[config.mk]
export PLATFORM = sky130hd
export DESIGN_NAME = prd_sg_engine
export DESIGN_NICKNAME = d
export VERILOG_FILES = /design/src/rtl/prd_sg_engine.sv
export SDC_FILE = /design/constraint.sdc
export NUM_CORES = 1
export LEC_CHECK = 0
export CORE_MARGIN = 4
export CORE_UTILIZATION = 30
export DETAILED_ROUTE_END_ITERATION = 8
export DONT_BUFFER_PORTS = 1
export SYNTH_ARGS = -nofsm -noshare
export SYNTH_HDL_FRONTEND = slang
export SYNTH_SLANG_ARGS = --single-unit
[constraint.sdc]
create_clock -name clk -period 4.2 [get_ports clk]
set_input_delay 0.21 -clock clk [delete_from_list [all_inputs] [get_ports clk]]
set_output_delay 0.21 -clock clk [all_outputs]
set_load 0.05 [all_outputs]
[src/rtl/prd_sg_engine.sv]
module prd_sg_engine #(
  parameter int AW         = 32,
  parameter int BUF_AW     = 8,
  parameter int MAX_BEATS  = 4,
  parameter int PAGE_BYTES = 4096
) (
  input  logic              clk,
  input  logic              rst_n,
  input  logic [AW-1:0]     tbl_base,
  input  logic              ptr_reload,
  input  logic              desc_clear,
  input  logic              run,
  input  logic              dir_to_mem,
  input  logic [BUF_AW:0]   buf_first,
  input  logic [BUF_AW:0]   buf_size,
  output logic              busy,
  output logic              buf_done,
  output logic              tbl_exhausted,
  output logic              df_valid,
  input  logic              df_ready,
  output logic [AW-1:0]     df_addr,
  input  logic              df_ack,
  input  logic [63:0]       df_rdata,
  output logic              mem_valid,
  input  logic              mem_ready,
  output logic              mem_we,
  output logic [AW-1:0]     mem_addr,
  output logic [7:0]        mem_wdata,
  input  logic              mem_ack,
  input  logic [7:0]        mem_rdata,
  output logic [BUF_AW-1:0] buf_raddr,
  input  logic [7:0]        buf_rdata,
  output logic              buf_we,
  output logic [BUF_AW-1:0] buf_waddr,
  output logic [7:0]        buf_wdata
);
  localparam int LW = 17;
  localparam int BW = $clog2(MAX_BEATS + 1);

  typedef enum logic [2:0] {
    S_IDLE, S_CHECK, S_FREQ, S_FWAIT, S_PREP, S_MREQ, S_MWAIT
  } st_t;

  st_t             st;
  logic [AW-1:0]   base_r, fptr, cur_addr;
  logic [LW-1:0]   cur_len;
  logic            cur_last;
  logic [BUF_AW:0] idx, end_r;
  logic            dir_r;
  logic [BW-1:0]   bcnt;

  logic            left_zero, page_hit;
  logic [LW-1:0]   left_w, m1;
  logic [BW-1:0]   burst_n;
  logic [15:0]     dec16;
  logic [LW-1:0]   new_len;
  logic            unused_bits;

  assign left_zero = (idx >= end_r);
  assign left_w    = LW'(end_r - idx);
  assign m1        = (left_w < cur_len) ? left_w : cur_len;
  assign burst_n   = (m1 > LW'(MAX_BEATS)) ? BW'(MAX_BEATS) : BW'(m1);
  assign page_hit  = ((fptr - base_r) >= AW'(PAGE_BYTES));
  assign dec16     = {df_rdata[47:33], 1'b0};
  assign new_len   = (dec16 == 16'd0) ? 17'h10000 : {1'b0, dec16};
  assign unused_bits = ^{df_rdata[62:48], df_rdata[32]};

  assign busy      = (st != S_IDLE);
  assign df_valid  = (st == S_FREQ);
  assign df_addr   = fptr;
  assign mem_valid = (st == S_MREQ);
  assign mem_we    = dir_r;
  assign mem_addr  = cur_addr;
  assign mem_wdata = buf_rdata;
  assign buf_raddr = idx[BUF_AW-1:0];
  assign buf_we    = (st == S_MWAIT) && mem_ack && !dir_r;
  assign buf_waddr = idx[BUF_AW-1:0];
  assign buf_wdata = mem_rdata;

  always_ff @(posedge clk or negedge rst_n) begin
    if (!rst_n) begin
      st <= S_IDLE;
      base_r <= '0;
      fptr <= '0;
      cur_addr <= '0;
      cur_len <= '0;
      cur_last <= 1'b0;
      idx <= '0;
      end_r <= '0;
      dir_r <= 1'b0;
      bcnt <= '0;
      buf_done <= 1'b0;
      tbl_exhausted <= 1'b0;
    end else begin
      buf_done <= 1'b0;
      tbl_exhausted <= 1'b0;
      case (st)
        S_IDLE: begin
          if (ptr_reload) begin
            base_r <= tbl_base;
            fptr <= tbl_base;
          end
          if (desc_clear) begin
            cur_addr <= '0;
            cur_len <= '0;
            cur_last <= 1'b0;
          end
          if (run) begin
            idx <= buf_first;
            end_r <= buf_size;
            dir_r <= dir_to_mem;
            st <= S_CHECK;
          end
        end
        S_CHECK: begin
          if (left_zero) begin
            buf_done <= 1'b1;
            st <= S_IDLE;
          end else if (cur_len == '0) begin
            if (cur_last || page_hit) begin
              tbl_exhausted <= 1'b1;
              st <= S_IDLE;
            end else begin
              st <= S_FREQ;
            end
          end else begin
            bcnt <= burst_n;
            st <= S_PREP;
          end
        end
        S_FREQ: if (df_ready) st <= S_FWAIT;
        S_FWAIT: begin
          if (df_ack) begin
            cur_addr <= df_rdata[AW-1:0];
            cur_len <= new_len;
            cur_last <= df_rdata[63];
            fptr <= fptr + AW'(8);
            st <= S_CHECK;
          end
        end
        S_PREP: st <= S_MREQ;
        S_MREQ: if (mem_ready) st <= S_MWAIT;
        S_MWAIT: begin
          if (mem_ack) begin
            cur_addr <= cur_addr + AW'(1);
            cur_len <= cur_len - LW'(1);
            idx <= idx + 1'b1;
            bcnt <= bcnt - 1'b1;
            st <= (bcnt == BW'(1)) ? S_CHECK : S_PREP;
          end
        end
        default: st <= S_IDLE;
      endcase
    end
  end

  a_r11_mem_hold: assert property (@(posedge clk) disable iff (!rst_n)
    mem_valid && !mem_ready |=> mem_valid && $stable(mem_addr) && $stable(mem_we));
  a_r11_df_hold: assert property (@(posedge clk) disable iff (!rst_n)
    df_valid && !df_ready |=> df_valid && $stable(df_addr));
  a_r1_one_master: assert property (@(posedge clk) disable iff (!rst_n)
    !(df_valid && mem_valid));
  a_r4_lazy_fetch: assert property (@(posedge clk) disable iff (!rst_n)
    df_valid |-> cur_len == '0);
  a_r3_len_bound: assert property (@(posedge clk) disable iff (!rst_n)
    cur_len <= 17'h10000);
  a_r7_beat_cap: assert property (@(posedge clk) disable iff (!rst_n)
    busy |-> bcnt <= BW'(MAX_BEATS));
  a_r8_buf_in_range: assert property (@(posedge clk) disable iff (!rst_n)
    buf_we |-> ({1'b0, buf_waddr} < end_r));
  a_r9_one_outcome: assert property (@(posedge clk) disable iff (!rst_n)
    !(buf_done && tbl_exhausted));
endmodule

==> results of run 1 <==
## what timing repair did
item | CTS | global route
hold buffers | 101 | 0
setup endpoints to repair | 0 | 2
gates resized for setup | 0 | 2
hold endpoints to repair | 266 | 0
## worst max-delay path, cell delays in order (launching register included)
cell and delay (ns):
dfrtp_1 0.38, inv_1 0.14, ha_1 0.30, and3_1 0.17, a221o_1 0.38, a31oi_1 0.25, o21a_1 0.21, ha_1 0.26
a21o_1 0.16, a21o_1 0.17, a21oi_1 0.21, o2111ai_1 0.16, a211oi_2 0.33, nand3b_1 0.16, o32a_1 0.35, o21ai_1 0.12
a21oi_1 0.05
## state kept, by name (all words and copies together) (netlist names)
register	cells
buf_done	1
tbl_exhausted	1
mem_we	1
cur_len	17
df_addr	32
end_r	9
bcnt	3
idx	9
cur_last	1
st	3
mem_addr	32
base_r	32
## layer usage
layer | wire length, um | vias up
met5 | 7 | -
met4 | 593 | 2
met3 | 2158 | 39
met2 | 16560 | 296
met1 | 14990 | 5038
li1 | - | 4994
## worst max-delay path by stage
stage	cells past startpoint	endpoint
6_report	16	bcnt[2]$_DFFE_PN0P_
5_1_grt	18	bcnt[1]$_DFFE_PN0P_
4_1_cts	16	bcnt[2]$_DFFE_PN0P_
3_5_place_dp	16	bcnt[2]$_DFFE_PN0P_
3_3_place_gp	16	bcnt[2]$_DFFE_PN0P_
2_1_floorplan	16	bcnt[2]$_DFFE_PN0P_
## cell usage after synthesis (all sizes together), types with 5 or more instances
cell    number  share of area [%]
inv         90                3.2
o21a        13               0.92
nor3        28                1.3
nor4        16                1.3
nand2b       5               0.30
nand2      132                4.7
a31oi       24                1.4
ha          62                7.4
buf         52                3.2
nor3b        5               0.36
nor2       117                4.2
a211oi       8               0.57
o22ai       22                1.3
nand3       34                1.6
nand4       22                1.4
mux2i        8               0.76
and3        27                1.9
a21o        11               0.78
o31ai        8               0.57
or3         10               0.59
and2        11               0.66
a22oi       25                1.8
and4         5               0.41
dfrtp      141                 33
a21oi      134                6.4
xnor2        6               0.50
nor2b        6               0.36
o21ai      189                9.0
o221ai       6               0.50
clkbuf      49                1.7
a32oi       14                1.2
xor2         5               0.41
mux2        11                1.2
## cell type report
| type | count | area share (%) |
|---|---|---|
| timing repair buffer | 141 | 10.64 |
| clock buffer | 17 | 3.407 |
| tap | 455 | 4.560 |
| inverter | 90 | 2.706 |
| multi-input combinational | 1018 | 49.54 |
| sequential | 141 | 28.26 |
| clock inverter | 14 | 0.8819 |
## power breakdown
part / total [mW] / internal, mW / switching (mW) / leakage (nW)
clock network: 1.44 / 0.760 / 0.676 / 0.253
registers: 2.72 / 1.87 / 0.851 / 1.78
logic: 7.54 / 2.66 / 4.88 / 3.17
total: 11.7 / 5.29 / 6.40 / 5.20
## kinds of logic after synthesis
kind of cell	Yosys count	share of synthesized area [%]
AO/OA/AOI/OAI	494	27.77
XOR/XNOR	11	0.9129
adder cells (fa/ha/maj)	64	7.731
buffers and inverters	191	8.169
flip-flops	141	33.44
multiplexers	19	1.933
AND/OR/NAND/NOR	430	20.05
==> results.ini, run 1 <==
[hold_path]
hp-class=input port to register
hold_depth=2
hold_end=df_addr[6]$_DFFE_PN0P_
min_from=df_ack

[layout]
drive_gt1_share_pct=7.600
fillers=3545
antenna_cells=0
fin_area_um2=12480
fin_nets=1613
layout_common_cells=168 x o21ai_0, 141 x dfrtp_1, 133 x a21oi_1, 130 x nand2_1, 116 x nor2_1
multi_input_area_um2=6185
area_delta_synth_final_pct=18.31
ff_latch_area_um2=3528
final_cell_count_no_fill=1876
final_common_cell=o21ai_0
utilization_pct=36.05

[drt]
routed_wl_mm=34.31
via_per_inst=5.527
drc=0
drtIter0Drc=562
ant_nets=0
wl_per_cell_um=18.29
dr.pass1.iters=5
via_count=10370

[sta]
finalCritPeriodShare_pct=93.43
fmax_ghz=0.2548
fin_crit_ns=3.924
holdWs_ns=0.03373
grt_setup_unrepaired=no
slew_viol_final=0
finalSetupTns_ns=0
fin_ws_ns=0.2758
setup_viol=0
slew_headroom_pct=37.96
worst_slew_pin_slew_ns=0.9306
hold_viol_final=0
skew_ns=0.01394

[die]
rows=68
initial_core_util_pct=30.47
fp.dieW_um=195.6
fp.dieH_um=195.6
dieArea_um2=38240
io_pins=243
design.core.area_um2=34630

[setup_path]
r2r_end=bcnt[2]$_DFFE_PN0P_
crit_fanout=5
startpoint_type=register
worst_ep_required_time_ns=4.52
reg2reg_depth=16
critPathCaptureType=register
cp.arrival_ns=4.25
setup.worst_path.start=idx[4]$_DFFE_PN0P_
r2r_slack_ns=0.28
critical_path_class=register to register
reg2reg_from=idx[4]$_DFFE_PN0P_

[outcome]
status=complete, no violations

[grt]
use_met2_pct=29.36
grt_pass1_vias=10250
gr-usage-met3_pct=4.727
gr-total-overflow=0
gr-usage-met1_pct=22.37
top_usage_layer=met2
grt_pass1_wl_mm=54.97
grt_max_degree=142
antenna_found_initial=1
grt.total_usage_pct=17.58

[clock_network]
clock-sinks=141
root_buffer=clkbuf_16
cts_made_buffers=17
worst_skew_pair.late_latency_ns=0.44
post_cts_buffers=0
clockBufferDepth=2
tritoncts=built
cts_max_level=4
clk_pin_slew_ns=0.07

[synthesis]
synthCells=1350
syn-num-nets=1554
yosys_warnings=0
synth_area_per_cell_um2=7.817
synth_edf_count=0
synthArstFlopShare_pct=100.0
ys_ff_latch=141
syn-cell-area_um2=10550
synthDistinctLibCells=75
ys_seq_area_share_pct=33.44
dominantRegCellSynth=dfrtp_1

[power_and_ir_drop]
leakage_nw=5.203
p_per_area_nw_per_um2=936.9
vdd_ir_drop_max_mv=0.4458
total_power_mw=11.70

[placed_design]
portBuffers=0
place_hpwl_mm=25.44
postPlaceCellArea_um2=10910
dpl.cell_count=1744
dp_slack_ns=0.1765
routabilityCongestion=0.9286

[job]
drv_cap=0

Power figures use the tool's default switching activity.
==> run 2: changes to the inputs <==
- clock period: 4.2 -> 3.6 ns (I/O delays scaled with it)
==> results.ini, run 2 (synthesis gave the netlist of run 1 again) <==
[setup_path]
startpoint_type=register  ; unchanged
slowest_delay_ns=0.37  ; was 0.38 ns
crit_slowest_cell=ha_1  ; was dfrtp_1
worst_ep_required_time_ns=3.93  ; was 4.52 ns
r2r_end=bcnt[2]$_DFFE_PN0P_  ; unchanged
crit_fanout=3  ; was 5
critical_path_class=register to register  ; unchanged
reg2reg_from=idx[5]$_DFFE_PN0P_  ; was idx[4]$_DFFE_PN0P_
worstPathCellList=inv_1 > ha_1 > nand3_1 > o22ai_2 > nor2_2 > xnor2_2 > ha_1 > a21o_1 > a21o_1 > a21oi_2 > o2111ai_2 > a211oi_2 > nand3b_1 > o32a_1 > o21ai_1 > a21oi_1  ; was inv_1 > ha_1 > and3_1 > a221o_1 > a31oi_1 > o21a_1 > ha_1 > a21o_1 > a21o_1 > a21oi_1 > o2111ai_1 > a211oi_2 > nand3b_1 > o32a_1 > o21ai_1 > a21oi_1
critPathCaptureType=register  ; unchanged
r2r_slack_ns=0.009  ; was 0.28 ns
cp.arrival_ns=3.92  ; was 4.25 ns
reg2reg_depth=16  ; unchanged

[power_and_ir_drop]
power_frac_clock_pct=13.6  ; was 12.3%
p_sw_share_pct=51.69  ; was 54.75%
leakage_nw=5.555  ; was 5.203 nW
p_per_area_nw_per_um2=1134  ; was 936.9 nW/um^2
p_comb_share_pct=68.0  ; was 64.5%
vdd_ir_drop_max_mv=0.8356  ; was 0.4458 mV
power_frac_seq_pct=18.4  ; was 23.3%
p_int_mw=7.248  ; was 5.292 mW
p_switching_mw=7.755  ; was 6.404 mW
total_power_mw=15.00  ; was 11.70 mW

[clock_network]
worst_skew_pair.late_latency_ns=0.45  ; was 0.44 ns
clk_pin_slew_ns=0.07  ; about the same
tritoncts=built  ; unchanged
cts_made_buffers=17  ; unchanged
cts_max_level=4  ; unchanged
root_buffer=clkbuf_16  ; unchanged
clockBufferDepth=2  ; unchanged
clock-sinks=141  ; unchanged

[layout]
final_common_cell=o21ai_0  ; unchanged
fillers=3468  ; was 3545
drive_gt1_share_pct=12.75  ; was 7.600%
fin_nets=1666  ; was 1613
layout_common_cells=168 x o21ai_0, 141 x dfrtp_1, 130 x a21oi_1, 130 x nand2_1, 114 x nor2_1  ; was 168 x o21ai_0, 141 x dfrtp_1, 133 x a21oi_1, 130 x nand2_1, 116 x nor2_1
area_delta_synth_final_pct=25.33  ; was 18.31%

[sta]
finalCritPeriodShare_pct=99.74  ; was 93.43%
grt_setup_unrepaired=yes  ; was no
setup_viol=0  ; unchanged
skew_ns=0.02463  ; was 0.01394 ns
fmax_ghz=0.2785  ; was 0.2548 GHz
hold_viol_final=0  ; unchanged
fin_crit_ns=3.591  ; was 3.924 ns
slew_viol_final=0  ; unchanged
slew_headroom_pct=41.44  ; was 37.96%
holdWs_ns=0.02021  ; was 0.03373 ns
worst_slew_pin_slew_ns=0.8752  ; was 0.9306 ns

[die]
design.core.area_um2=34630  ; unchanged
dieArea_um2=38240  ; unchanged
io_pins=243  ; unchanged
rows=68  ; unchanged
fp.dieH_um=195.6  ; unchanged
initial_core_util_pct=30.47  ; unchanged
fp.dieW_um=195.6  ; unchanged

[hold_path]
hp-class=input port to register  ; unchanged
hold_depth=3  ; was 2
hold_end=idx[4]$_DFFE_PN0P_  ; was df_addr[6]$_DFFE_PN0P_
min_from=buf_first[4]  ; was df_ack

[outcome]
status=complete, no violations  ; unchanged

[drt]
via_per_inst=5.512  ; was 5.527
drc=0  ; unchanged
drtIter0Drc=596  ; was 562
dr.pass1.iters=5  ; unchanged
wl_per_cell_um=18.35  ; was 18.29 um
ant_nets=0  ; unchanged
via_count=10640  ; was 10.37k
routed_wl_mm=35.43  ; was 34.31 mm

[placed_design]
place_hpwl_mm=25.96  ; was 25.44 mm
portBuffers=0  ; unchanged
routabilityCongestion=0.9372  ; was 0.9286

[grt]
grt_pass1_wl_mm=56.75  ; was 54.97 mm
gr-total-overflow=0  ; unchanged
grt.total_usage_pct=18.16  ; was 17.58%
grt_pass1_vias=10590  ; was 10.25k
grt_max_degree=142  ; unchanged
antenna_found_initial=0  ; was 1

[job]
drv_cap=0  ; unchanged

run 2: changes by cell type in the layout (fill, tap and decap cells not counted), moves of 2 or more:
cell / change
a21oi_1: -3
a21oi_2: +3
buf_4: +49
bufinv_16: +5
clkbuf_8: +2
clkinvlp_4: -3
dlygate4sd3_1: +2
ha_1: -7
ha_4: +7
inv_1: -6
inv_2: +6
inv_6: -3
nor2_1: -2
nor3_4: +2
run 2: stage by stage:
stage / instance area, um^2 / setup slack, ns / TNS [ns] / utilization, % / instances
5_1_grt: 13220 / -0.1844 / -0.3862 / 38.18 / 1930
2_1_floorplan: 10600 / 0.001502 / 0 / - / 1350
4_1_cts: 13080 / 0.008345 / 0 / 37.76 / 1925
6_report: 13230 / 0.009475 / 0 / 38.19 / 1931
3_5_place_dp: 11300 / -0.1040 / -0.2627 / 32.62 / 1788
3_3_place_gp: 11300 / 0.01079 / 0 / 32.62 / 1788
run 2: routing by layer:
layer	wire, um	track usage [%]
met4	537	4.603
met2	17260	30.86
met1	15160	22.86
met3	2470	5.003
met5	0	0
run 2: what timing repair did:
| action | 4_1_cts | 5_1_grt |
|---|---|---|
| setup endpoints to repair | 3 | 4 |
| pin swaps | 15 | 21 |
| setup buffers | 2 | 5 |
| hold buffers | 103 | 0 |
| endpoints found under the hold margin | 269 | 0 |
| gates resized for setup | 9 | 21 |
run 2: critical path, delay by kind of cell, from the launching register on:
kind / cells / cell delay (ns)
buffers and inverters: 1 / 0.09
XOR/XNOR: 1 / 0.15
AO/OA/AOI/OAI: 9 / 1.80
adder cells (fa/ha/maj): 2 / 0.70
flip-flops: 1 / 0.35
AND/OR/NAND/NOR: 3 / 0.38
run 2: cell type report:
cell class | count | area, um^2 | area share, %
diodes | 1 | 2.502 | 0.01892
clock buffers | 19 | 452.9 | 3.425
clock inverters | 13 | 211.5 | 1.599
inverters | 90 | 337.8 | 2.554
multi-input cells | 1018 | 6375 | 48.20
flip-flops and latches | 141 | 3528 | 26.68
well taps | 455 | 569.3 | 4.305
repair buffers | 194 | 1748 | 13.22
run 2: worst max path at each step:
stage                                    start  cells past startpoint                   to  slack [ns]
final                       idx[5]$_DFFE_PN0P_                     16  bcnt[2]$_DFFE_PN0P_       0.009
after floorplan             idx[1]$_DFFE_PN0P_                     16  bcnt[2]$_DFFE_PN0P_       0.002
after CTS                   idx[1]$_DFFE_PN0P_                     16  bcnt[2]$_DFFE_PN0P_       0.008
after global routing        idx[5]$_DFFE_PN0P_                     16  bcnt[2]$_DFFE_PN0P_       -0.18
after global placement    end_r[0]$_DFFE_PN0P_                     18  bcnt[2]$_DFFE_PN0P_        0.01
after detailed placement  end_r[0]$_DFFE_PN0P_                     18  bcnt[1]$_DFFE_PN0P_       -0.10
run 2: power by group through the flow:
| stage | Combinational [mW] | Clock (mW) | Sequential (mW) |
|---|---|---|---|
| floorplan | 6.29 | 0 | 3.50 |
| global placement | 9.16 | 0 | 2.76 |
| detailed placement | 9.30 | 0 | 2.77 |
| CTS | 9.70 | 2.09 | 2.75 |
| global route | 11.2 | 2.14 | 2.84 |
| finish | 10.2 | 2.05 | 2.76 |
==> run 3: changes to the inputs <==
- CORE_UTILIZATION: 30 -> 60
- CTS_BUF_LIST: not set -> sky130_fd_sc_hd__clkbuf_2 sky130_fd_sc_hd__clkbuf_4 sky130_fd_sc_hd__clkbuf_8
- PLACE_DENSITY: not set -> 0.79
==> results.ini, run 3 (synthesis gave the netlist of run 1 again) <==
[outcome]
status=complete, but fails checks  ; was complete, no violations
violations=negative setup slack

[die]
initial_core_util_pct=61.01  ; was 30.47%
design.core.area_um2=17300  ; was 34630 um^2
fp.dieW_um=140.6  ; was 195.6 um
fp.dieH_um=140.6  ; was 195.6 um
dieArea_um2=19770  ; was 38240 um^2
rows=48  ; was 68
io_pins=243  ; unchanged

[setup_path]
setup.worst_path.start=end_r[0]$_DFFE_PN0P_  ; was idx[5]$_DFFE_PN0P_
crit_fanout=2  ; was 3
worstPathCellList=inv_2 > ha_4 > inv_2 > fa_2 > a21oi_4 > o22ai_4 > buf_6 > nor2_4 > xnor2_2 > ha_1 > a21o_1 > a21o_1 > a21oi_2 > o2111ai_2 > a211oi_2 > buf_4 > buf_4 > nor3b_2 > o21ai_2 > o221ai_1  ; was inv_1 > ha_1 > nand3_1 > o22ai_2 > nor2_2 > xnor2_2 > ha_1 > a21o_1 > a21o_1 > a21oi_2 > o2111ai_2 > a211oi_2 > nand3b_1 > o32a_1 > o21ai_1 > a21oi_1
worst_ep_required_time_ns=3.97  ; was 3.93 ns
crit_slowest_cell=dfrtp_1  ; was ha_1
startpoint_type=register  ; unchanged
slowest_delay_ns=0.39  ; was 0.37 ns
cp.arrival_ns=4.18  ; was 3.92 ns
critical_path_class=register to register  ; unchanged
critPathCaptureType=register  ; unchanged
reg2reg_from=end_r[0]$_DFFE_PN0P_  ; was idx[5]$_DFFE_PN0P_

[sta]
slew_headroom_pct=18.33  ; was 41.44%
fin_crit_ns=3.814  ; was 3.591 ns
fmax_ghz=0.2622  ; was 0.2785 GHz
finalCritPeriodShare_pct=105.9  ; was 99.74%
fin_ws_ns=-0.2138  ; was 0.009475 ns
worst_slew_pin_slew_ns=1.225  ; was 0.8752 ns
hold_viol_final=0  ; unchanged
grt_setup_unrepaired=yes  ; unchanged
setup_viol=3  ; was 0
skew_ns=0.02227  ; was 0.02463 ns
slew_viol_final=0  ; unchanged

[placed_design]
postPlaceCellArea_um2=10930  ; was 11300 um^2
place_hpwl_mm=22.48  ; was 25.96 mm
dpl.cell_count=1547  ; was 1788
routabilityCongestion=0.9925  ; was 0.9372
portBuffers=0  ; unchanged

[drt]
via_per_inst=6.557  ; was 5.512
drc=0  ; unchanged
dr.pass1.iters=6  ; was 5
routed_wl_mm=34.11  ; was 35.43 mm
wl_per_cell_um=20.01  ; was 18.35 um
via_count=11180  ; was 10.64k
ant_nets=0  ; unchanged
drtIter0Drc=1155  ; was 596

[power_and_ir_drop]
vdd_ir_drop_max_mv=1.101  ; was 0.8356 mV
leakage_nw=5.469  ; was 5.555 nW
p_per_area_nw_per_um2=1177  ; was 1134 nW/um^2

[layout]
final_common_cell=o21ai_0  ; unchanged
final_cell_count_no_fill=1705  ; was 1931
drive_gt1_share_pct=13.12  ; was 12.75%
utilization_pct=73.70  ; was 38.19%
area_delta_synth_final_pct=20.80  ; was 25.33%
layout_common_cells=168 x o21ai_0, 141 x dfrtp_1, 130 x nand2_1, 128 x a21oi_1, 115 x nor2_1  ; was 168 x o21ai_0, 141 x dfrtp_1, 130 x a21oi_1, 130 x nand2_1, 114 x nor2_1
fin_area_um2=12750  ; was 13230 um^2
fin_nets=1670  ; was 1666

[grt]
grt_max_degree=142  ; unchanged
antenna_found_initial=1  ; was 0
grt_pass1_vias=10750  ; was 10.59k
grt.total_usage_pct=32.84  ; was 18.16%
gr-total-overflow=0  ; unchanged
grt_pass1_wl_mm=53.73  ; was 56.75 mm

[job]
drv_cap=0  ; unchanged

[hold_path]
hp-class=input port to register  ; unchanged
min_from=tbl_base[27]  ; was buf_first[4]

[clock_network]
clockBufferDepth=2  ; unchanged
cts_max_level=4  ; unchanged
worst_skew_pair.late_latency_ns=0.47  ; was 0.45 ns
cts_made_buffers=17  ; unchanged
tritoncts=built  ; unchanged
root_buffer=clkbuf_8  ; was clkbuf_16
clk_pin_slew_ns=0.09  ; was 0.07 ns
clock-sinks=141  ; unchanged

-- run 3: worst max-delay path, delay by kind of cell (launching register included) --
family | cells | cell delay, ns
simple gates | 2 | 0.30
flops | 1 | 0.39
fa+ha+maj | 3 | 0.85
buf+inv | 5 | 0.52
xor+xnor | 1 | 0.09
compound gates | 9 | 1.57
-- run 3: where the power goes --
part / switching, mW / internal [mW] / total (mW)
clock network: 0.691 / 0.737 / 1.43
registers: 0.581 / 2.19 / 2.77
logic: 6.76 / 4.04 / 10.8
total: 8.03 / 6.97 / 15.0
-- run 3: path summary, 6_finish.rpt --
path	slack, ns	cells after the start	end
min in group asynchronous	0.42	2	idx[5]$_DFFE_PN0P_
worst min-delay path	0.01	3	df_addr[27]$_DFFE_PN0P_
worst min register to register	0.50	2	base_r[31]$_DFFE_PN0P_
max in group asynchronous	2.67	2	df_addr[13]$_DFFE_PN0P_
worst max-delay path	-0.21	20	bcnt[0]$_DFFE_PN0P_
worst max register to register	-0.21	20	bcnt[0]$_DFFE_PN0P_
-- run 3: final cells by class --
| cell class | count | area (um^2) |
|---|---|---|
| clock buffers | 21 | 270.3 |
| flip-flops and latches | 141 | 3528 |
| clock inverters | 11 | 157.7 |
| well taps | 225 | 281.5 |
| multi-input cells | 1018 | 6387 |
| diodes | 1 | 2.502 |
| repair buffers | 198 | 1782 |
| fillers | 1236 | 4549 |
| inverters | 90 | 337.8 |
-- run 3: layer usage --
layer	routed length, um	global-route usage [%]
met5	0	0
met4	1297	13.00
met3	2861	7.598
met2	16730	55.87
met1	13230	40.50
-- run 3: what timing repair did --
action | CTS | global route
endpoints found under the setup margin | 3 | 4
pin swaps | 4 | 21
buffers inserted | 11 | 11
gates resized for setup | 5 | 29
hold buffers | 103 | 0
endpoints found under the hold margin | 270 | 0
-- run 3: stage by stage --
stage	total power, mW	setup TNS (ns)	hold WS [ns]	worst slack (ns)
after floorplan	9.792	0	-0.1156	0.001502
after global placement	11.61	0	-0.1121	0.02478
after detailed placement	11.80	-0.2602	-0.1130	-0.1158
after CTS	13.82	0	0.0004871	0.01045
after global routing	16.00	-0.9765	0.001425	-0.3135
final	15.00	-0.5764	0.01415	-0.2138
